## src/rtl/i2c_sclgen_pkg.sv

```systemverilog
package i2c_sclgen_pkg;

   // widest field a timing value may occupy
   localparam int unsigned SCLG_MAX_W = 32;

   // delay normalisation: zero -> one, above limit -> limit
   function automatic logic [SCLG_MAX_W-1:0] sclg_sat(
      input logic [SCLG_MAX_W-1:0] v,
      input logic [SCLG_MAX_W-1:0] lim);
      if (v == '0)
         return SCLG_MAX_W'(1);
      else if (v > lim)
         return lim;
      else
         return v;
   endfunction

endpackage

```

## src/rtl/sclg_cfg.sv

```systemverilog
module sclg_cfg
   import i2c_sclgen_pkg::*;
#(
   parameter int unsigned DW = 16
) (
   input  logic            clk,
   input  logic            rst_n,
   input  logic            load,
   input  logic [DW-1:0]   div_in,
   input  logic [2*DW-1:0] dly_in,
   output logic [DW-1:0]   half_q,
   output logic [DW-1:0]   fall_q,
   output logic [DW-1:0]   rise_q
);
   localparam logic [DW-1:0] ONE = DW'(1);

   logic [DW-1:0] half_d;
   logic [DW-1:0] del_d [2];

   // bit 0 dropped; period floor of two core clocks
   assign half_d = (div_in[DW-1:1] == '0) ? ONE : {1'b0, div_in[DW-1:1]};

   // index 0: rise-to-sample (low field), index 1: fall-to-drive (high field)
   for (genvar i = 0; i < 2; i++) begin : g_del
      logic [DW-1:0] raw;
      assign raw      = dly_in[i*DW +: DW];
      assign del_d[i] = DW'(sclg_sat(SCLG_MAX_W'(raw), SCLG_MAX_W'(half_d)));
   end

   always_ff @(posedge clk or negedge rst_n) begin
      if (!rst_n) begin
         half_q <= ONE;
         fall_q <= ONE;
         rise_q <= ONE;
      end else if (load) begin
         half_q <= half_d;
         fall_q <= del_d[1];
         rise_q <= del_d[0];
      end
   end


   fall_window_chk: assert property (@(posedge clk) disable iff (!rst_n)
      (fall_q != '0) && (fall_q <= half_q));

endmodule

```

## src/rtl/sclg_phase.sv

```systemverilog
module sclg_phase #(
   parameter int unsigned DW = 16
) (
   input  logic          clk,
   input  logic          rst_n,
   input  logic          run,
   input  logic [DW-1:0] half,
   input  logic [DW-1:0] rise,
   output logic [DW-1:0] cnt_q,
   output logic          active_q,
   output logic          late_q,
   output logic          load
);
   logic [DW-1:0] per_m1;
   logic          last;

   assign per_m1 = {half[DW-2:0], 1'b0} - DW'(1);
   assign last   = active_q && (cnt_q == per_m1);
   // capture new settings while idle and on each wrap
   assign load   = !active_q || last;

   always_ff @(posedge clk or negedge rst_n) begin
      if (!rst_n) begin
         cnt_q    <= '0;
         active_q <= 1'b0;
         late_q   <= 1'b0;
      end else if (!run) begin
         cnt_q    <= '0;
         active_q <= 1'b0;
         late_q   <= 1'b0;
      end else begin
         active_q <= 1'b1;
         late_q   <= last && (rise == half);
         if (!active_q || last)
            cnt_q <= '0;
         else
            cnt_q <= cnt_q + DW'(1);
      end
   end


   run_low_chk: assert property (@(posedge clk) disable iff (!rst_n)
      !run |=> (!active_q && cnt_q == '0 && !late_q));

endmodule

```

## src/rtl/sclg_strobe.sv

```systemverilog
module sclg_strobe #(
   parameter int unsigned DW = 16
) (
   input  logic          clk,
   input  logic          rst_n,
   input  logic          active,
   input  logic          late,
   input  logic [DW-1:0] cnt,
   input  logic [DW-1:0] half,
   input  logic [DW-1:0] fall,
   input  logic [DW-1:0] rise,
   output logic          scl,
   output logic          drive,
   output logic          sample,
   output logic          tick
);
   logic [DW-1:0] samp_pt;

   assign samp_pt = half + rise;
   assign scl     = !active || (cnt >= half);
   assign tick    = active && (cnt == '0);
   assign drive   = active && (cnt == fall);
   assign sample  = active && (((rise < half) && (cnt == samp_pt)) || late);


   scl_fall_chk: assert property (@(posedge clk) disable iff (!rst_n)
      $fell(scl) |-> tick);


   tick_low_chk: assert property (@(posedge clk) disable iff (!rst_n)
      tick |-> !scl);


   drive_pulse_chk: assert property (@(posedge clk) disable iff (!rst_n)
      drive |=> !drive);


   drive_window_chk: assert property (@(posedge clk) disable iff (!rst_n)
      drive |-> (cnt != '0 && cnt <= half));

endmodule

```

## src/rtl/i2c_scl_timer.sv

```systemverilog
module i2c_scl_timer #(
   parameter int unsigned DIV_W = 16
) (
   input  logic               clk,
   input  logic               rst_n,
   input  logic               run,
   input  logic [DIV_W-1:0]   divider,
   input  logic [2*DIV_W-1:0] delays,
   output logic               scl,
   output logic               drive_stb,
   output logic               sample_stb,
   output logic               period_tick
);
   if (DIV_W < 2 || DIV_W > 31) begin : g_bad_width
      $error("i2c_scl_timer: DIV_W must lie in 2..31");
   end

   logic [DIV_W-1:0] half_q, fall_q, rise_q, cnt_q;
   logic             active_q, late_q, load;

   sclg_cfg #(.DW(DIV_W)) u_cfg (
      .clk    (clk),
      .rst_n  (rst_n),
      .load   (load),
      .div_in (divider),
      .dly_in (delays),
      .half_q (half_q),
      .fall_q (fall_q),
      .rise_q (rise_q)
   );

   sclg_phase #(.DW(DIV_W)) u_phase (
      .clk      (clk),
      .rst_n    (rst_n),
      .run      (run),
      .half     (half_q),
      .rise     (rise_q),
      .cnt_q    (cnt_q),
      .active_q (active_q),
      .late_q   (late_q),
      .load     (load)
   );

   sclg_strobe #(.DW(DIV_W)) u_strobe (
      .clk    (clk),
      .rst_n  (rst_n),
      .active (active_q),
      .late   (late_q),
      .cnt    (cnt_q),
      .half   (half_q),
      .fall   (fall_q),
      .rise   (rise_q),
      .scl    (scl),
      .drive  (drive_stb),
      .sample (sample_stb),
      .tick   (period_tick)
   );

endmodule

```

## config.mk

```make
export PLATFORM = sky130hd
export DESIGN_NAME = i2c_scl_timer
export DESIGN_NICKNAME = d
export VERILOG_FILES = /design/src/rtl/i2c_sclgen_pkg.sv /design/src/rtl/sclg_cfg.sv /design/src/rtl/sclg_phase.sv /design/src/rtl/sclg_strobe.sv /design/src/rtl/i2c_scl_timer.sv
export SDC_FILE = /design/constraint.sdc
export NUM_CORES = 1
export LEC_CHECK = 0
export ABC_CLOCK_PERIOD_IN_PS = 4800
export BUFFER_PORTS_ARGS = -buffer_cell sky130_fd_sc_hd__buf_2
export CORE_UTILIZATION = 54
export DETAILED_ROUTE_END_ITERATION = 12
export GPL_TIMING_DRIVEN = 0
export PLACE_DENSITY_LB_ADDON = 0.1
export SLEW_MARGIN = 20
export SYNTH_ARGS = -nofsm -noshare
export SYNTH_HDL_FRONTEND = slang
export SYNTH_SLANG_ARGS = --single-unit
```

## constraint.sdc

```tcl
create_clock -name clk -period 4.8 [get_ports clk]
set_clock_uncertainty 0.1 [all_clocks]
set_input_delay 0.96 -clock clk [delete_from_list [all_inputs] [get_ports clk]]
set_output_delay 0.96 -clock clk [all_outputs]
set_load 0.01 [all_outputs]
```

After elaboration in Yosys (flattened, before gate mapping)
Cells that the tools add are included.

storage, ports and cells
  register bits = 66
  input bits = 51
  logic and storage cells = 40

operators by class
  $add $sub $neg = 3
  magnitude comparators = 4
  equality and inequality tests = 4
  multiplexer cells = 9
  reduce and logical (&&, ||, !) cells = 14

operator list
  cell                                                number
  two-way mux 16 bit                                  6
  equality test 16 bit                                4
  logical NOT 16 bit                                  3
  greater-than comparator 16 bit                      2
  adder 16 x 1 -> 16 bit, second input constant       1
  adder 16 bit                                        1
  greater-or-equal comparator 16 bit                  1
  < comparator 16 bit                                 1
  subtractor 16 x 1 -> 16 bit, second input constant  1
  logical NOT 15 bit                                  1
  two-way mux 15 bit                                  1
  logical AND 1 bit                                   6
  logical OR 1 bit                                    3
  two-way mux 1 bit                                   2
  logical NOT 1 bit                                   1

Logic depth before layout (Yosys ltp)
Gate-level depths: netlist (run 1).

  depth after elaboration = 6
  gate-level depth with buffers = 13

Modules after synthesis
From an unflattened synthesis (run 1), not the netlist that was laid out.

second synthesis, totals
  cells, all modules = 775
  area total of the unflattened synthesis = 6,626.4 um^2

modules (own cells, without submodules)
  module       instances  cells each  area an instance (um^2)
  sclg_cfg     1          346         3,062.9
  sclg_strobe  1          256         1,946.9
  sclg_phase   1          173         1,616.6

Worst setup path before layout (run 1)
No wires, ideal clock.

  kind = reg2out
  start point = reg u_cfg.half_q[0]
  end point = out sample_stb
  data arrival time = 2.955 ns
  setup slack = 0.785 ns
  cell stages (with the launch flop) = 11
  path buffers = 0
  cell sequence = dfstp_2 -> ha_1 -> fa_1 -> xor2_1 -> a211o_1 -> a221o_1 -> a2111oi_0 -> nand4_1 -> nor4_1 -> nand4_1 -> o31ai_1

on the way
  cells in the longest elaborated chain, start to end = 5
  elaborated cells between the ends (all ways) = 6
  classes of those cells = add/sub: 1; order compare: 1; eq/ne: 1; reduce/logical: 3

RTL lines
  element                 RTL line             text
  start, declared         sclg_cfg.sv:11       output logic [DW-1:0] half_q,
  start signal, assigned  sclg_cfg.sv:36       half_q <= half_d;
  adder 16 bit            sclg_strobe.sv:19    assign samp_pt = half + rise;
  equality test 16 bit    sclg_strobe.sv:23    assign sample = active && (((rise < half) && (cnt == samp_pt)) || late);
  logical AND 1 bit *     sclg_strobe.sv:23
  logical OR 1 bit *      sclg_strobe.sv:23
  logical AND 1 bit *     sclg_strobe.sv:23
  end, declared           i2c_scl_timer.sv:11  output logic sample_stb,

Every way passes the cells marked *; elsewhere a longest branch is shown, timed or not.

Final worst setup path (run 1)
  start point = reg u_cfg.half_q[14]
  end point = out sample_stb

The elaborated chain is that of the path after synthesis.

==> results of run 1 <==
[cells in the final DEF (no fill, tap or decap), types with 25 or more instances in the layout]
cell,netlist,layout
xor2_1,44,43
nor2_1,51,51
xnor2_1,27,27
clkbuf_1,34,32
buf_2,2,54
dfrtp_1,62,62
nand2_1,25,25
o21ai_0,76,76
nor4_1,27,27
inv_1,77,77
nand3_1,44,44
ha_1,78,78
[cell type report]
class                           instances  area (sq um)
Inverter                               77           289
Timing Repair Buffer                   55           303
Buffer                                 41           195
Tap cell                              143           179
Clock inverter                          7          85.1
Clock buffer                            9           225
Multi-Input combinational cell        582          4310
Sequential cell                        65          1630
Fill cell                            1026          4250
[what timing repair did]
item                       in CTS  in global routing
buffers inserted                1                  0
gates cloned                    0                  0
pin swaps                       0                  1
resized for setup               3                  5
setup endpoints to repair       1                  1
[stage by stage]
| step | power [mW] | TNS [ps] | setup slack (ps) | std cells | area, sq um |
|---|---|---|---|---|---|
| floorplan | 1.17 | 0 | 785 | 767 | 6400 |
| global placement | 1.36 | 0 | 376 | 963 | 6840 |
| detailed placement | 1.39 | 0 | 174 | 964 | 6870 |
| CTS | 2.09 | 0 | 6.76 | 981 | 7200 |
| global route | 2.21 | -25.2 | -25.2 | 979 | 7210 |
| finish | 2.11 | 0 | 15.4 | 979 | 7210 |
[report_power, final]
group	internal [mW]	total, mW	leakage, nW	switching (mW)
Combinational	0.301	0.738	2.48	0.438
Clock	0.412	0.697	0.153	0.285
Sequential	0.607	0.675	0.813	0.0674
[cells by family after synthesis]
logic type                 count (synthesis)  share of synthesized area [%]
DFF                                       65                           25.5
buffers and inverters                    120                           7.69
AOI/OAI and AO/OA                        165                           16.1
and+or+nand+nor                          232                           19.4
muxes                                     35                           6.08
adders and majority gates                 79                           15.6
xor gates and xnor gates                  71                           9.72
[path summary, 6_finish.rpt]
check	from	to
min in group clk	u_cfg.fall_q[15]$_DFFE_PN0P_	u_cfg.fall_q[15]$_DFFE_PN0P_
max in group asynchronous	rst_n	u_cfg.fall_q[0]$_DFFE_PN1P_
max reg2reg	u_cfg.half_q[1]$_DFFE_PN0P_	u_cfg.rise_q[4]$_DFFE_PN0P_
min	rst_n	u_cfg.half_q[7]$_DFFE_PN0P_
min reg2reg	u_cfg.fall_q[15]$_DFFE_PN0P_	u_cfg.fall_q[15]$_DFFE_PN0P_
max	u_cfg.half_q[14]$_DFFE_PN0P_	sample_stb
[registers in the layout, indices dropped and copies added, names as in the netlist]
register,count
u_phase.cnt_q,16
u_phase.active_q,1
u_cfg.fall_q,16
u_phase.late_q,1
u_cfg.half_q,15
u_cfg.rise_q,16
[worst reg2reg max path: cells and delay by family, from the launching register on]
family        cells  cell delay, ps
xor+xnor          1             150
buf+inv           3             510
simple gates      6            1750
mux               1             330
flops             1             460
fa+ha+maj         1             240
[per-layer routing]
| layer | vias to the layer above | share of wire, % | global-route usage, % | wire length [microns] |
|---|---|---|---|---|
| li1 | 2856 | - | - | - |
| met1 | 2915 | 42 | 41.0 | 8350 |
| met2 | 248 | 48 | 58.0 | 9570 |
| met3 | 61 | 5.6 | 5.14 | 1110 |
| met4 | 0 | 4.2 | 14.8 | 844 |
| met5 | - | 0 | 0 | 0 |
==> flow_summary.yaml, run 1 <==
run_status:
  outcome: "finished, final reports clean"
worst_setup_path:
  slowest_delay_ps: 790
  setup.worst_path.start_class: "register"
  timing.reg2reg.setup_slack_ps: 1120
  worstRegToRegCells: 12
  critPathRequiredTime_ps: 3740
  worst_path_top_cell_family_by_delay: "compound AO/OA/AOI/OAI gates"
  timing.critical_path.buf_inv: 3
  critical-path-top-cell-by-count: "nand4_1"
  critical_path_arrival_ps: 3720
  endpoint_kind: "primary output"
  cp_num_cells: 11
  timing.critical_path.fanout_max: 7
  critical_path_slowest_stage_cell: "a2111oi_1"
  crit_path_cell_trace: "inv_1 > ha_1 > clkbuf_1 > a2111oi_1 > o2111ai_1 > a2111oi_2 > nand4_1 > nor4_1 > nand4_1 > o31ai_1 > buf_2"
  path_class: "register to primary output"
sta:
  tightest_slew_ps: 836
  setup-violations-final: 0
  finalHoldViolCount: 0
  fin_crit_sh_pct: 99.7
  fmax_mhz: 209
  worst_slew_margin_rel_pct: 44.1
  layout_min_cycle_time_ps: 4780
  timing.hold.ws_ps: 404
  maxSlewViolCount: 0
power:
  leakagePower_nw: 3.45
  peakVddDrop_uv: 239
  cellPowerDensity_mw_per_mm2: 292
floorplan:
  top_ports: 55
  floorplan.initialDensity_pct: 55.8
  fp.dieArea_sq_mm: 0.0123
  die_width_microns: 111
  design.core.area_sq_mm: 0.0115
  placementRows: 39
  fp.dieH_microns: 111
yosys:
  ys.flop_type: "dfrtp_1"
  syn-num-nets: 897
  synth_warnings: 0
  yosysMostFrequentCell: "ha_1"
  synth.largest_area_cell: "dfrtp_1"
  netlist_top_cells_count: "ha_1 (78), inv_1 (77), o21ai_0 (76), dfrtp_1 (62), nor2_1 (51)"
  synth.top_cells.by_area: "dfrtp_1 (24%), ha_1 (15%), xor2_1 (6.0%)"
  async_flop_share_pct: 100
  synth_area_per_cell_sq_um: 8.34
  postSynthRegisterBits: 65
  seq_area_frac_synth_pct: 25.5
  synthDistinctLibCells: 68
  netlist_instances: 767
  post_synth_edffs: 0
  netlist.area_leader.share_pct: 24.3
  synth.cell_area_sq_mm: 0.00640
grt:
  global_route.overflow_total: 0
  first_global_vias: 6086
  grtUsageTotal_pct: 33.5
  grt_antenna_before_repair: 0
  grt_start_max_net_pins: 47
  wire_length_of_the_first_global_routing_pass_microns: 31900
clocking:
  h-tree-depth: 3
  cts-buffers-inserted: 9
  post_cts_hold_buffer_count: 0
  clock_root_buffer: "clkbuf_16"
  clk_transition_reported_paths_ps: 60
  clk_latency_ps: 350
  cts_tree: "done"
  clock_sink_count: 65
  cts_max_path_buffers: 2
place:
  place_hpwl_microns: 15900
  gp_routability_congestion: 0.958
  io_buffers: 53
final_layout:
  num_antenna_cells: 0
  final_layout_size_suffix_gt1_share_pct: 13.3
  final_core_utilization_pct: 62.9
  syn_to_final_growth_pct: 12.8
  layout.nets: 961
route:
  drt-vias-per-instance: 6.21
  vias: 6080
  wl_microns: 19900
  detail_route.wl_per_cell_microns: 20.3
  drc: 0
  drt_first_iter_violations: 474
  antenna_left: 0
  firstDrtPassIters: 6
min_path:
  min-delay-path-class: "input pin to async pin"
flow_run:
  timing.max_cap.violations: 0
Note: power is estimated with default switching activity, not from simulation.
==> inputs of run 2 (changes only) <==
--- a/config.mk
+++ b/config.mk
@@ -7,9 +7,11 @@
 export LEC_CHECK = 0
 export ABC_CLOCK_PERIOD_IN_PS = 4800
 export BUFFER_PORTS_ARGS = -buffer_cell sky130_fd_sc_hd__buf_2
+export CORE_MARGIN = 3
 export CORE_UTILIZATION = 54
 export DETAILED_ROUTE_END_ITERATION = 12
 export GPL_TIMING_DRIVEN = 0
+export MAX_ROUTING_LAYER = met4
 export PLACE_DENSITY_LB_ADDON = 0.1
 export SLEW_MARGIN = 20
 export SYNTH_ARGS = -nofsm -noshare
==> flow_summary.yaml, run 2 (synthesis gave the netlist of run 1 again) <==
grt:
  first_global_vias: 6034
  grt_start_max_net_pins: 39
  global_route.overflow_total: 0
  grt_antenna_before_repair: 0
  grtUsageTotal_pct: 32.6
  wire_length_of_the_first_global_routing_pass_microns: 31800
sta:
  maxSlewViolCount: 0
  fin_ws_ps: 196
  timing.setup.tns_ps: 0
  fmax_mhz: 217
  worst_slew_margin_rel_pct: 48.6
  layout_min_cycle_time_ps: 4600
  tightest_slew_ps: 769
  finalHoldViolCount: 0
  fin_crit_sh_pct: 95.9
  setup-violations-final: 0
min_path:
  min-delay-path-class: "register to register"
worst_setup_path:
  setup.worst_path.start_class: "register"
  endpoint_kind: "primary output"
  crit_path_cell_trace: "inv_1 > ha_1 > nand2b_1 > a21oi_1 > nor2_1 > nor3_1 > or4_1 > nor4_2 > nand4_1 > o31ai_1 > buf_2"
  timing.critical_path.fanout_max: 8
  timing.critical_path.buf_inv: 2
  worst_path_top_cell_family_by_delay: "simple AND/OR/NAND/NOR gates"
  critPathRequiredTime_ps: 3740
  path_class: "register to primary output"
  critical_path_arrival_ps: 3540
  slowest_delay_ps: 540
  critical_path_slowest_stage_cell: "dfrtp_1"
floorplan:
  die_width_microns: 115
  fp.dieArea_sq_mm: 0.0132
  top_ports: 55
  placementRows: 39
  fp.dieH_microns: 115
  floorplan.initialDensity_pct: 55.6
  design.core.area_sq_mm: 0.0115
place:
  gp_routability_congestion: 0.993
  io_buffers: 53
  place_hpwl_microns: 16400
  pre_cts_ws_ps: 235
clocking:
  clk_latency_ps: 340
  clock_sink_count: 65
  h-tree-depth: 3
  clock_root_buffer: "clkbuf_16"
  cts-buffers-inserted: 9
  clk_transition_reported_paths_ps: 50
  cts_max_path_buffers: 2
  cts_tree: "done"
route:
  detail_route.wl_per_cell_microns: 20.7
  wl_microns: 20300
  drt-vias-per-instance: 6.19
  vias: 6072
  firstDrtPassIters: 5
  drt_first_iter_violations: 449
  antenna_left: 0
  drc: 0
final_layout:
  final_layout_size_suffix_gt1_share_pct: 13.8
  fillers: 1051
  syn_to_final_growth_pct: 13.3
  num_antenna_cells: 0
  layout.cells.most_common_list: "inv_1 (77), ha_1 (77), o21ai_0 (76), dfrtp_1 (61), buf_2 (54)"
  reg_top3: "u_cfg.fall_q (16), u_cfg.rise_q (16), u_phase.cnt_q (16)"
  layout.nets: 963
power:
  leakagePower_nw: 3.46
  peakVddDrop_uv: 199
  cellPowerDensity_mw_per_mm2: 296
flow_run:
  timing.max_cap.violations: 0
run_status:
  outcome: "finished, final reports clean"
-- run 2: power breakdown --
group          internal, mW  switching (mW)  total [mW]
Sequential            0.608          0.0698       0.678
Clock                 0.470           0.259       0.729
Combinational         0.303           0.434       0.736
Total                  1.38           0.762        2.14
-- run 2: path summary, 6_finish.rpt --
| kind | from | end | slack, ps | cells after the start |
|---|---|---|---|---|
| max in group asynchronous | rst_n | u_cfg.half_q[0]$_DFFE_PN1P_ | 3540 | 2 |
| hold / removal | u_cfg.fall_q[15]$_DFFE_PN0P_ | u_cfg.fall_q[15]$_DFFE_PN0P_ | 410 | 2 |
| setup / recovery | u_cfg.half_q[8]$_DFFE_PN0P_ | sample_stb | 200 | 11 |
| min in group asynchronous | rst_n | u_cfg.half_q[11]$_DFFE_PN0P_ | 460 | 1 |
| setup reg to reg | u_cfg.half_q[1]$_DFFE_PN0P_ | u_cfg.rise_q[5]$_DFFE_PN0P_ | 1160 | 12 |
| hold reg to reg | u_cfg.fall_q[15]$_DFFE_PN0P_ | u_cfg.fall_q[15]$_DFFE_PN0P_ | 410 | 2 |
-- run 2: repair_timing --
item	in CTS	in global routing
setup buffers	0	3
hold buffers	0	0
setup endpoints to repair	1	1
pin swaps	0	3
resized for setup	3	8
-- run 2: tightest hold or removal path, cell delays in order, from the launching register on --
cell and delay (ps):
dfrtp_1 380, inv_1 50, nor2_1 40
-- run 2: per-stage QoR --
stage	hold WS (ps)	power (mW)	utilization [%]	instance area (sq um)	std cells
global route	432	2.26	63.0	7250	981
global placement	402	1.36	59.4	6840	963
detailed placement	403	1.39	59.6	6860	964
CTS	412	2.13	62.5	7200	980
floorplan	388	1.17	-	6400	767
finish	411	2.14	63.0	7250	981
-- run 2: routing by layer --
metal / part of all wire, % / vias to the layer above / global-route usage [%] / routed length (microns)
met5: 0 / - / - / 0
met4: 3.6 / 0 / 14.2 / 736
met3: 6.5 / 51 / 4.84 / 1330
met2: 48 / 241 / 53.3 / 9770
met1: 42 / 2915 / 40.0 / 8490
li1: - / 2865 / - / -
-- run 2: cell type report --
class	count	area, sq um	area share [%]
buffer	41	195	2.69
clock buffer	10	239	3.30
clock inverter	6	90.1	1.24
inverter	77	289	3.99
multi-input combinational	582	4320	59.5
sequential	65	1630	22.5
tap	143	179	2.47
timing repair buffer	57	310	4.28
==> inputs of run 3 (changes only) <==
--- a/config.mk
+++ b/config.mk
@@ -5,10 +5,12 @@
 export SDC_FILE = /design/constraint.sdc
 export NUM_CORES = 1
 export LEC_CHECK = 0
+export ABC_AREA = 1
 export ABC_CLOCK_PERIOD_IN_PS = 4800
 export BUFFER_PORTS_ARGS = -buffer_cell sky130_fd_sc_hd__buf_2
 export CORE_MARGIN = 3
 export CORE_UTILIZATION = 54
+export CTS_CLUSTER_SIZE = 25
 export DETAILED_ROUTE_END_ITERATION = 12
 export GPL_TIMING_DRIVEN = 0
 export MAX_ROUTING_LAYER = met4
==> flow_summary.yaml, run 3 <==
run_status:
  outcome: "finished, final reports clean"
power:
  cellPowerDensity_mw_per_mm2: 267
  p_switching_mw: 0.723
  power.share.sequential_pct: 32.2
  comb_power_share_pct: 32.3
  share_clk_of_total_power_pct: 35.5
  swShare_pct: 35.6
  p_int_mw: 1.31
  leakagePower_nw: 4.02
  peakVddDrop_uv: 154
yosys:
  synth_warnings: 0
  muxShareOfSynthArea_pct: 0
  postSynthRegisterBits: 65
  synth.top_cells.by_area: "dfrtp_1 (23%), nand2_1 (15%), ha_1 (14%)"
  post_synth_edffs: 0
  seq_area_frac_synth_pct: 24.0
  syn-num-nets: 1129
  synthAdderAreaFrac_pct: 14.7
  synth.largest_area_cell: "dfrtp_1"
  synthDistinctLibCells: 46
  synth-compound-area-share_pct: 10.2
  simple_gate_share_of_the_synthesized_area_pct: 36.7
  netlist_top_cells_count: "nand2_1 (268), inv_1 (110), nor2_1 (98), nand3_1 (79), ha_1 (78)"
  netlist.area_leader.share_pct: 22.9
  synth_top_family_by_area: "simple AND/OR/NAND/NOR gates"
  async_flop_share_pct: 100
  ys.flop_type: "dfrtp_1"
  netlist_instances: 999
  yosysMostFrequentCell: "nand2_1"
  synth_xor_xnor_area_share_pct: 5.29
  synth_area_per_cell_sq_um: 6.79
  synth.cell_area_sq_mm: 0.00678
route:
  drc: 0
  wl_microns: 20400
  vias: 6828
  drt-vias-per-instance: 5.52
  firstDrtPassIters: 5
  antenna_left: 0
  drt_first_iter_violations: 438
  detail_route.wl_per_cell_microns: 16.5
worst_setup_path:
  worst_r2r_endpoint: "u_cfg.rise_q[12]$_DFFE_PN0P_"
  critical-path-top-cell-by-count: "nor2_1"
  setup.worst_path.start_class: "register"
  regToRegStartpoint: "u_cfg.half_q[0]$_DFFE_PN1P_"
  timing.reg2reg.setup_slack_ps: 2130
  cp-endpoint: "sample_stb"
  slowest_delay_ps: 600
  endpoint_kind: "primary output"
  crit_path_cell_trace: "ha_1 > fa_1 > inv_1 > o21ai_0 > nor2_1 > nand2_1 > nor2_1 > nand3_1 > nor2_1 > nand3_1 > nor2_1 > nand4_1 > a21oi_1 > buf_2"
  critPathRequiredTime_ps: 3740
  timing.critical_path.from: "u_cfg.half_q[0]$_DFFE_PN1P_"
  worstRegToRegCells: 13
  critical_path_slowest_stage_cell: "dfstp_2"
  critical_path_arrival_ps: 2950
  path_class: "register to primary output"
  timing.critical_path.fanout_max: 7
clocking:
  post_cts_hold_buffer_count: 0
  clock_sink_count: 65
  cts_max_path_buffers: 2
  clk_transition_reported_paths_ps: 50
  post_cts_resized: 0
  cts_tree: "done"
  clk_latency_ps: 330
  cts-buffers-inserted: 9
  postCtsSetupBuffers: 0
  h-tree-depth: 3
  clock_root_buffer: "clkbuf_16"
place:
  place_hpwl_microns: 16800
  io_buffers: 53
  gp_routability_congestion: 1.01
sta:
  worst_slew_margin_rel_pct: 61.3
  setup-violations-final: 0
  layout_min_cycle_time_ps: 4010
  maxSlewViolCount: 0
  finalHoldViolCount: 0
  timing.setup.tns_ps: 0
  tightest_slew_ps: 566
  fin_crit_sh_pct: 83.5
  grt_setup_unrepaired: "false"
  fmax_mhz: 249
final_layout:
  reg_top3: "u_cfg.fall_q (16), u_cfg.rise_q (16), u_phase.cnt_q (16)"
  num_antenna_cells: 0
  final_layout_size_suffix_gt1_share_pct: 12.2
  multiInputGateArea_sq_mm: 0.00454
  layout.cells.most_common_list: "nand2_1 (268), inv_1 (110), nor2_1 (98), nand3_1 (79), ha_1 (78)"
  layout.nets: 1194
  syn_to_final_growth_pct: 12.2
  fillers: 1196
  final_core_utilization_pct: 62.6
  mostFrequentLayoutCell: "nand2_1"
  area.sequential_sq_mm: 0.00163
grt:
  grtUsageTotal_pct: 30.7
  grt_start_max_net_pins: 44
  wire_length_of_the_first_global_routing_pass_microns: 33200
  global_route.overflow_total: 0
  grt_antenna_before_repair: 0
  first_global_vias: 6580
floorplan:
  floorplan.initialDensity_pct: 55.8
  fp.dieH_microns: 118
  placementRows: 40
  top_ports: 55
  design.core.area_sq_mm: 0.0122
  fp.dieArea_sq_mm: 0.0139
  die_width_microns: 118
flow_run:
  timing.max_cap.violations: 0
min_path:
  min-delay-path-class: "register to register"
run 3: changes by cell type in the layout (fill, tap and decap cells not counted), sizes merged, moves of 31 or more:
cell and change:
nand2 +245, nand3 +56, nor2 +51, inv +38, mux2 -31, o21ai -31
run 3: per-layer routing:
layer	up-vias	global-route usage (%)	wire, microns	part of all wire (%)
li1	3431	-	-	-
met5	-	-	0	0
met2	275	48.8	9470	46
met3	53	4.18	1370	6.7
met4	0	15.2	1020	5.0
met1	3069	38.6	8560	42
run 3: worst min-delay path by stage:
stage / from / end / slack [ps] / cells after the start
2_1_floorplan: u_cfg.rise_q[0]$_DFFE_PN1P_ / u_cfg.rise_q[0]$_DFFE_PN1P_ / 360 / 2
3_3_place_gp: u_cfg.rise_q[0]$_DFFE_PN1P_ / u_cfg.rise_q[0]$_DFFE_PN1P_ / 370 / 2
3_5_place_dp: u_cfg.rise_q[0]$_DFFE_PN1P_ / u_cfg.rise_q[0]$_DFFE_PN1P_ / 380 / 2
4_1_cts: u_cfg.rise_q[0]$_DFFE_PN1P_ / u_cfg.rise_q[0]$_DFFE_PN1P_ / 390 / 2
5_1_grt: u_cfg.rise_q[0]$_DFFE_PN1P_ / u_cfg.rise_q[0]$_DFFE_PN1P_ / 400 / 2
6_report: u_cfg.rise_q[0]$_DFFE_PN1P_ / u_cfg.rise_q[0]$_DFFE_PN1P_ / 380 / 2
run 3: cells by family (layout without fill, tap and decap cells):
kind of cell             Yosys count  in the layout
adder cells (fa/ha/maj)           79             79
buffers and inverters            148            218
flip-flops                        65             65
AND/OR/NAND/NOR                  543            543
XOR/XNOR                          41             41
AO/OA/AOI/OAI                    123            123
run 3: critical path: cells and delay by family (launching register included):
kind,cells,cell delay [ps]
and+or+nand+nor,8,960
adders and majority gates,2,620
DFF,1,600
buffers and inverters,2,240
AOI/OAI and AO/OA,2,210
run 3: cell type report:
class                           instances  area share [%]
Timing Repair Buffer                   54            3.78
Multi-Input combinational cell        786            59.6
Clock inverter                          6            1.18
Tap cell                              168            2.76
Clock buffer                           10            3.14
Sequential cell                        65            21.4
Buffer                                 33            2.40
Inverter                              115            5.67
run 3: power by group through the flow:
| stage | logic [mW] | registers, mW | clock network (mW) |
|---|---|---|---|
| final | 0.654 | 0.654 | 0.720 |
| after floorplan | 0.471 | 0.642 | 0 |
| after global placement | 0.637 | 0.661 | 0 |
| after detailed placement | 0.645 | 0.663 | 0 |
| after global routing | 0.753 | 0.662 | 0.760 |
| after CTS | 0.650 | 0.653 | 0.728 |
run 3: metrics by stage:
step	hold slack, ps	total power [mW]	cells	area [sq um]	setup slack (ps)
floorplan	364	1.11	999	6780	1670
global placement	374	1.30	1220	7260	979
detailed placement	381	1.31	1221	7280	980
CTS	390	2.03	1237	7610	776
global route	399	2.18	1237	7610	511
finish	385	2.03	1237	7610	790
